**config.mk**
```make
export PLATFORM = sky130hd
export DESIGN_NAME = kpad_reader
export DESIGN_NICKNAME = d
export VERILOG_FILES = /design/src/rtl/kpad_pkg.sv /design/src/rtl/kpad_phase_timer.sv /design/src/rtl/kpad_report_filter.sv /design/src/rtl/kpad_reader.sv
export SDC_FILE = /design/constraint.sdc
export NUM_CORES = 1
export LEC_CHECK = 0
export ABC_AREA = 1
export CAP_MARGIN = 20
export CORE_AREA = 2 2 132 134
export DETAILED_ROUTE_END_ITERATION = 10
export DIE_AREA = 0 0 134 136
export GPL_TIMING_DRIVEN = 0
export HOLD_SLACK_MARGIN = 0.03
export PLACE_DENSITY = 0.47
export SLEW_MARGIN = 10
export SYNTH_ARGS = -nofsm -noshare
export SYNTH_HDL_FRONTEND = slang
export SYNTH_SLANG_ARGS = --single-unit
```
**constraint.sdc**
```tcl
create_clock -name clk -period 4.4 [get_ports clk]
set_clock_uncertainty 0.2 [all_clocks]
set_input_delay 1.1 -clock clk [delete_from_list [all_inputs] [get_ports clk]]
set_output_delay 1.1 -clock clk [all_outputs]
set_load 0.05 [all_outputs]
```
**src/rtl/kpad_pkg.sv**
```systemverilog
package kpad_pkg;

    typedef enum logic [2:0] {
        ST_IDLE,
        ST_ARM,
        ST_SEL,
        ST_LOW,
        ST_HIGH,
        ST_FINISH
    } kp_state_e;

    // port word layout: [2] read clock, [1] select/latch, [0] data release
    localparam logic [2:0] PORT_REST = 3'b100;
    localparam logic [2:0] PORT_ARM  = 3'b101;
    localparam logic [2:0] PORT_SEL  = 3'b111;
    localparam logic [2:0] PORT_LOW  = 3'b011;

endpackage

```
**src/rtl/kpad_phase_timer.sv**
```systemverilog
module kpad_phase_timer #(
    parameter int HOLD_CYCLES = 4
) (
    input  logic clk,
    input  logic rst_n,
    input  logic load_i,
    output logic expire_o
);
    localparam int CW = $clog2(HOLD_CYCLES + 1);

    logic [CW-1:0] cnt_d, cnt_q;

    always_comb begin
        cnt_d = cnt_q;
        if (load_i) begin
            cnt_d = CW'(HOLD_CYCLES - 1);
        end else if (cnt_q != '0) begin
            cnt_d = cnt_q - 1'b1;
        end
    end

    always_ff @(posedge clk or negedge rst_n) begin
        if (!rst_n) begin
            cnt_q <= '0;
        end else begin
            cnt_q <= cnt_d;
        end
    end

    assign expire_o = (cnt_q == '0);

endmodule

```
**src/rtl/kpad_report_filter.sv**
```systemverilog
module kpad_report_filter #(
    parameter int                     REPORT_BITS = 24,
    parameter logic [REPORT_BITS-1:0] EXEMPT_MASK = 24'h030300
) (
    input  logic [REPORT_BITS-1:0] raw_i,
    output logic [REPORT_BITS-1:0] report_o
);
    localparam int CW = $clog2(REPORT_BITS + 1);

    logic [CW-1:0] hits;

    always_comb begin
        hits = '0;
        for (int i = 0; i < REPORT_BITS; i++) begin
            if (!EXEMPT_MASK[i]) begin
                hits = hits + CW'(raw_i[i]);
            end
        end
        report_o = (hits >= CW'(2)) ? '0 : raw_i;
    end

endmodule

```
**src/rtl/kpad_reader.sv**
```systemverilog
module kpad_reader #(
    parameter int                     REPORT_BITS = 24,
    parameter int                     HOLD_CYCLES = 4,
    parameter logic [REPORT_BITS-1:0] EXEMPT_MASK = 24'h030300
) (
    input  logic                   clk,
    input  logic                   rst_n,
    input  logic                   start_i,
    input  logic                   line_i,
    output logic [2:0]             port_o,
    output logic                   busy_o,
    output logic                   done_o,
    output logic [REPORT_BITS-1:0] raw_o,
    output logic [REPORT_BITS-1:0] report_o
);
    import kpad_pkg::*;

    localparam int IW = $clog2(REPORT_BITS);
    localparam logic [IW-1:0] LAST_IDX = IW'(REPORT_BITS - 1);

    typedef struct packed {
        kp_state_e              state;
        logic [2:0]             port;
        logic [IW-1:0]          idx;
        logic [REPORT_BITS-1:0] raw;
        logic [REPORT_BITS-1:0] report;
        logic                   done;
    } regs_t;

    regs_t r_d, r_q;
    logic  load;
    logic  expire;
    logic [REPORT_BITS-1:0] filtered;

    kpad_phase_timer #(
        .HOLD_CYCLES(HOLD_CYCLES)
    ) timer_i (
        .clk     (clk),
        .rst_n   (rst_n),
        .load_i  (load),
        .expire_o(expire)
    );

    kpad_report_filter #(
        .REPORT_BITS(REPORT_BITS),
        .EXEMPT_MASK(EXEMPT_MASK)
    ) filter_i (
        .raw_i   (r_q.raw),
        .report_o(filtered)
    );

    always_comb begin
        r_d      = r_q;
        r_d.done = 1'b0;
        load     = 1'b0;
        unique case (r_q.state)
            ST_IDLE: begin
                if (start_i) begin
                    r_d.state = ST_ARM;
                    r_d.port  = PORT_ARM;
                    r_d.raw   = '0;
                    load      = 1'b1;
                end
            end
            ST_ARM: begin
                if (expire) begin
                    r_d.state = ST_SEL;
                    r_d.port  = PORT_SEL;
                    load      = 1'b1;
                end
            end
            ST_SEL: begin
                if (expire) begin
                    r_d.state = ST_LOW;
                    r_d.port  = PORT_LOW;
                    r_d.idx   = '0;
                    load      = 1'b1;
                end
            end
            ST_LOW: begin
                if (expire) begin
                    r_d.raw[r_q.idx] = line_i;
                    r_d.state        = ST_HIGH;
                    r_d.port         = PORT_SEL;
                    load             = 1'b1;
                end
            end
            ST_HIGH: begin
                if (expire) begin
                    if (r_q.idx == LAST_IDX) begin
                        r_d.state = ST_FINISH;
                    end else begin
                        r_d.idx   = r_q.idx + 1'b1;
                        r_d.state = ST_LOW;
                        r_d.port  = PORT_LOW;
                        load      = 1'b1;
                    end
                end
            end
            ST_FINISH: begin
                r_d.report = filtered;
                r_d.done   = 1'b1;
                r_d.port   = PORT_REST;
                r_d.state  = ST_IDLE;
            end
            default: begin
                r_d.state = ST_IDLE;
                r_d.port  = PORT_REST;
            end
        endcase
    end

    always_ff @(posedge clk or negedge rst_n) begin
        if (!rst_n) begin
            r_q.state  <= ST_IDLE;
            r_q.port   <= PORT_REST;
            r_q.idx    <= '0;
            r_q.raw    <= '0;
            r_q.report <= '0;
            r_q.done   <= 1'b0;
        end else begin
            r_q <= r_d;
        end
    end

    assign port_o   = r_q.port;
    assign busy_o   = (r_q.state != ST_IDLE);
    assign done_o   = r_q.done;
    assign raw_o    = r_q.raw;
    assign report_o = r_q.report;

endmodule

```
==> results.tsv <==
stage	metric	value	unit
final_layout	nets	637	
timing	Slew HR	0.640	
route	vias	3544	
final_layout	ratio of cells with drive above 1 in the final layout	0.177	
worst_hold_path	worst hold path type	register to register	
clock_network	CTS root buffer	clkbuf_16	
route	drt first pass iters	5	
clock_network	cts bufs inserted	9	
timing	final worst slack	-465	ps
synth	post-synthesis mux area share	0	
critical_path	Crit Path Category	register to register	
place	Port Buf Inserts	56	
synth	post-synthesis instance total	534	
synth	synthesized flop and latch total	63	
timing	fin crit share	1.11	
timing	fin crit period	4860	ps
synth	share of the synthesized area in the top cell type	0.373	
pwr	Pleak	2.53	nW
route	final WL	10300	um
pwr	Max VDD drop	0.000198	V
synth	compound-cell area share of the yosys netlist	0.0587	
route	initial drt markers	153	
global_routing	number of global-route vias before repair	3474	
global_routing	global-route wire length before repair	17500	um
critical_path	Worst Path Required	4460	ps
clock_network	CTS sink cnt	63	
synth	Post-Synth Adder-Cell Area	0.105	
global_routing	global route overflow	0	
synth	area leader, netlist	dfrtp_1	
route	# DRC	0	
status	outcome	complete, but fails checks	
synth	synthesized area per cell	7.79	sq um
place	estimated wirelength of the detail-placed design	8060	um
clock_network	CTS Hold Bufs	0	
global_routing	gr usage total	0.122	
floorplanning	Starting Density	0.246	
timing	RSZ-0062 raised after global routing	yes	
clock_network	Worst-path clk slew	60	ps
route	post-DR vias/cell	4.24	
critical_path	CP Capture Type	register	
synth	largest family of logic cells by synthesized area	simple AND/OR/NAND/NOR gates	
critical_path	Worst Setup Start Kind	register	
critical_path	WP data arrival	4920	ps
place	pre-CTS setup slack	-673	ps
clock_network	maximum clock path buffer count	2	
global_routing	largest net degree at the start of global routing	46	
route	wire length per cell	12.4	um
floorplanning	# rows	48	
synth	Synth cell types	25	
floorplanning	area of the die	18200	sq um
clock_network	CTS tree	built	
route	post-route ant nets	0	
final_layout	ant diodes	0	
clock_network	Clock Latency Late Sink	330	ps
final_layout	most frequent cells in the layout	nand2_1, dfrtp_1, nand3_1, buf_4, clkdlybuf4s50_1	
final_layout	Final Non-Filler Cells	836	
synth	Post-Synth Simple-Gate Area	0.285	
final_layout	commonest non-fill, non-tap cell in the layout	nand2_1	
synth	area of the mapped netlist	4160	sq um
synth	Yosys warning total	0	
global_routing	initial antenna violation count	0	
place	GPL Wtd Cong	0.797	
final_layout	Area Growth Syn to Fin	31.3	%
pwr	power per cell area	287	nW/um^2
timing	setup TNS	-10100	ps
floorplanning	core area	16900	sq um
synth	post-synthesis sequential area ratio	0.379	
timing	count of pins over their slew limit	0	
timing	maximum clock frequency	206	MHz
synth	syn nets	565	
critical_path	CP max FO	10	
floorplanning	IO Pins	57	
timing	number of setup violations in the final report	24	
timing	final hold violation count	0	
floorplanning	Die H	136	um
status	failing checks	setup timing	
clock_network	htree depth	3	
synth	ranking of synthesized cells by area	dfrtp_1, nand2_1, buf_4, nand3_1, fa_1	
timing	Worst Max-Slew Pin Slew	540	ps
floorplanning	Die Span X	134	um
synth	XOR/XNOR share of the synthesized area	0.00211	
place	dpl cells	816	
flow_run	Max-cap violations	0	
-- sequential cells by signal, summed over array words and instances (netlist names) --
signal / cells
done_o: 1
report_o: 24
raw_o: 24
port_o: 3
timer_i.cnt_q: 3
r_q: 8
-- worst paths after layout --
| kind | from | to | slack [ps] | depth (start not counted) |
|---|---|---|---|---|
| worst max-delay path | raw_o[0] | report_o[13] | -460 | 16 |
| worst min-delay path | port_o[2] | port_o[2] | 270 | 2 |
| worst max register to register | raw_o[0] | report_o[13] | -460 | 16 |
| worst min register to register | port_o[2] | port_o[2] | 270 | 2 |
| max in group asynchronous | rst_n | port_o[2] | 3010 | 2 |
| min in group asynchronous | rst_n | timer_i.cnt_q[1] | 440 | 1 |
-- critical path, cell delays in order (launching register included) --
cell and delay (ps):
dfrtp_1 390, ha_1 290, inv_2 30, fa_1 470, fa_1 520, fa_1 430
fa_1 540, fa_1 440, inv_2 70, fa_2 200, inv_2 40, fa_1 470
nand3b_1 120, nor2_4 170, clkbuf_8 200, nand3_1 70, o21ai_1 130
-- cell families after synthesis --
logic type	after synthesis
adder cells (fa/ha/maj)	27
flip-flops	63
XOR/XNOR	1
buffers and inverters	128
AO/OA/AOI/OAI	48
AND/OR/NAND/NOR	267
-- report_power, final --
group          switching [mW]  internal, mW
Combinational          0.0863        0.0595
Clock                   0.266         0.569
Sequential            0.00457         0.583
Total                   0.357          1.21
-- layer usage --
metal  vias to the layer above  GRT usage  wire [um]
met5                         -          0          0
met3                        13     0.0246        426
met1                      1658      0.155       4730
li1                       1797          -          -
met4                         0     0.0520        181
met2                        76      0.204       5010
-- cell type report --
cell class,count,area (sq um)
fillers,1769,11400
multi-input cells,343,1900
flip-flops and latches,63,1580
repair buffers,61,616
plain buffers,74,529
well taps,225,282
clock buffers,11,243
inverters,54,203
clock inverters,5,105
-- cell usage after synthesis, drive strengths merged --
cell type and instances:
dfstp 1, o22ai 1, or2 2, xor2 1
buf 66, nand3 64, ha 14, nand2 150
nor2 31, clkinv 1, fa 13, o21ai 45
clkbuf 8, dfrtp 62, a21oi 1, inv 53
nand3b 13, nand4 7, a21o 1
-- per-stage QoR --
stage	power [mW]	util	area (sq um)	hold WS [ps]
2_1_floorplan	0.683	-	4190	243
6_report	1.57	0.323	5460	268
3_5_place_dp	0.730	0.300	5060	268
4_1_cts	1.59	0.323	5450	276
3_3_place_gp	0.724	0.298	5030	260
5_1_grt	1.63	0.323	5460	306
-- what timing repair did --
| item | 4_1_cts | 5_1_grt |
|---|---|---|
| gates cloned | 0 | 0 |
| buffers inserted | 4 | 0 |
| gates resized for setup | 17 | 6 |
| endpoints found under the setup margin | 24 | 24 |
| pin swaps | 1 | 2 |
Power figures use the tool's default switching activity.
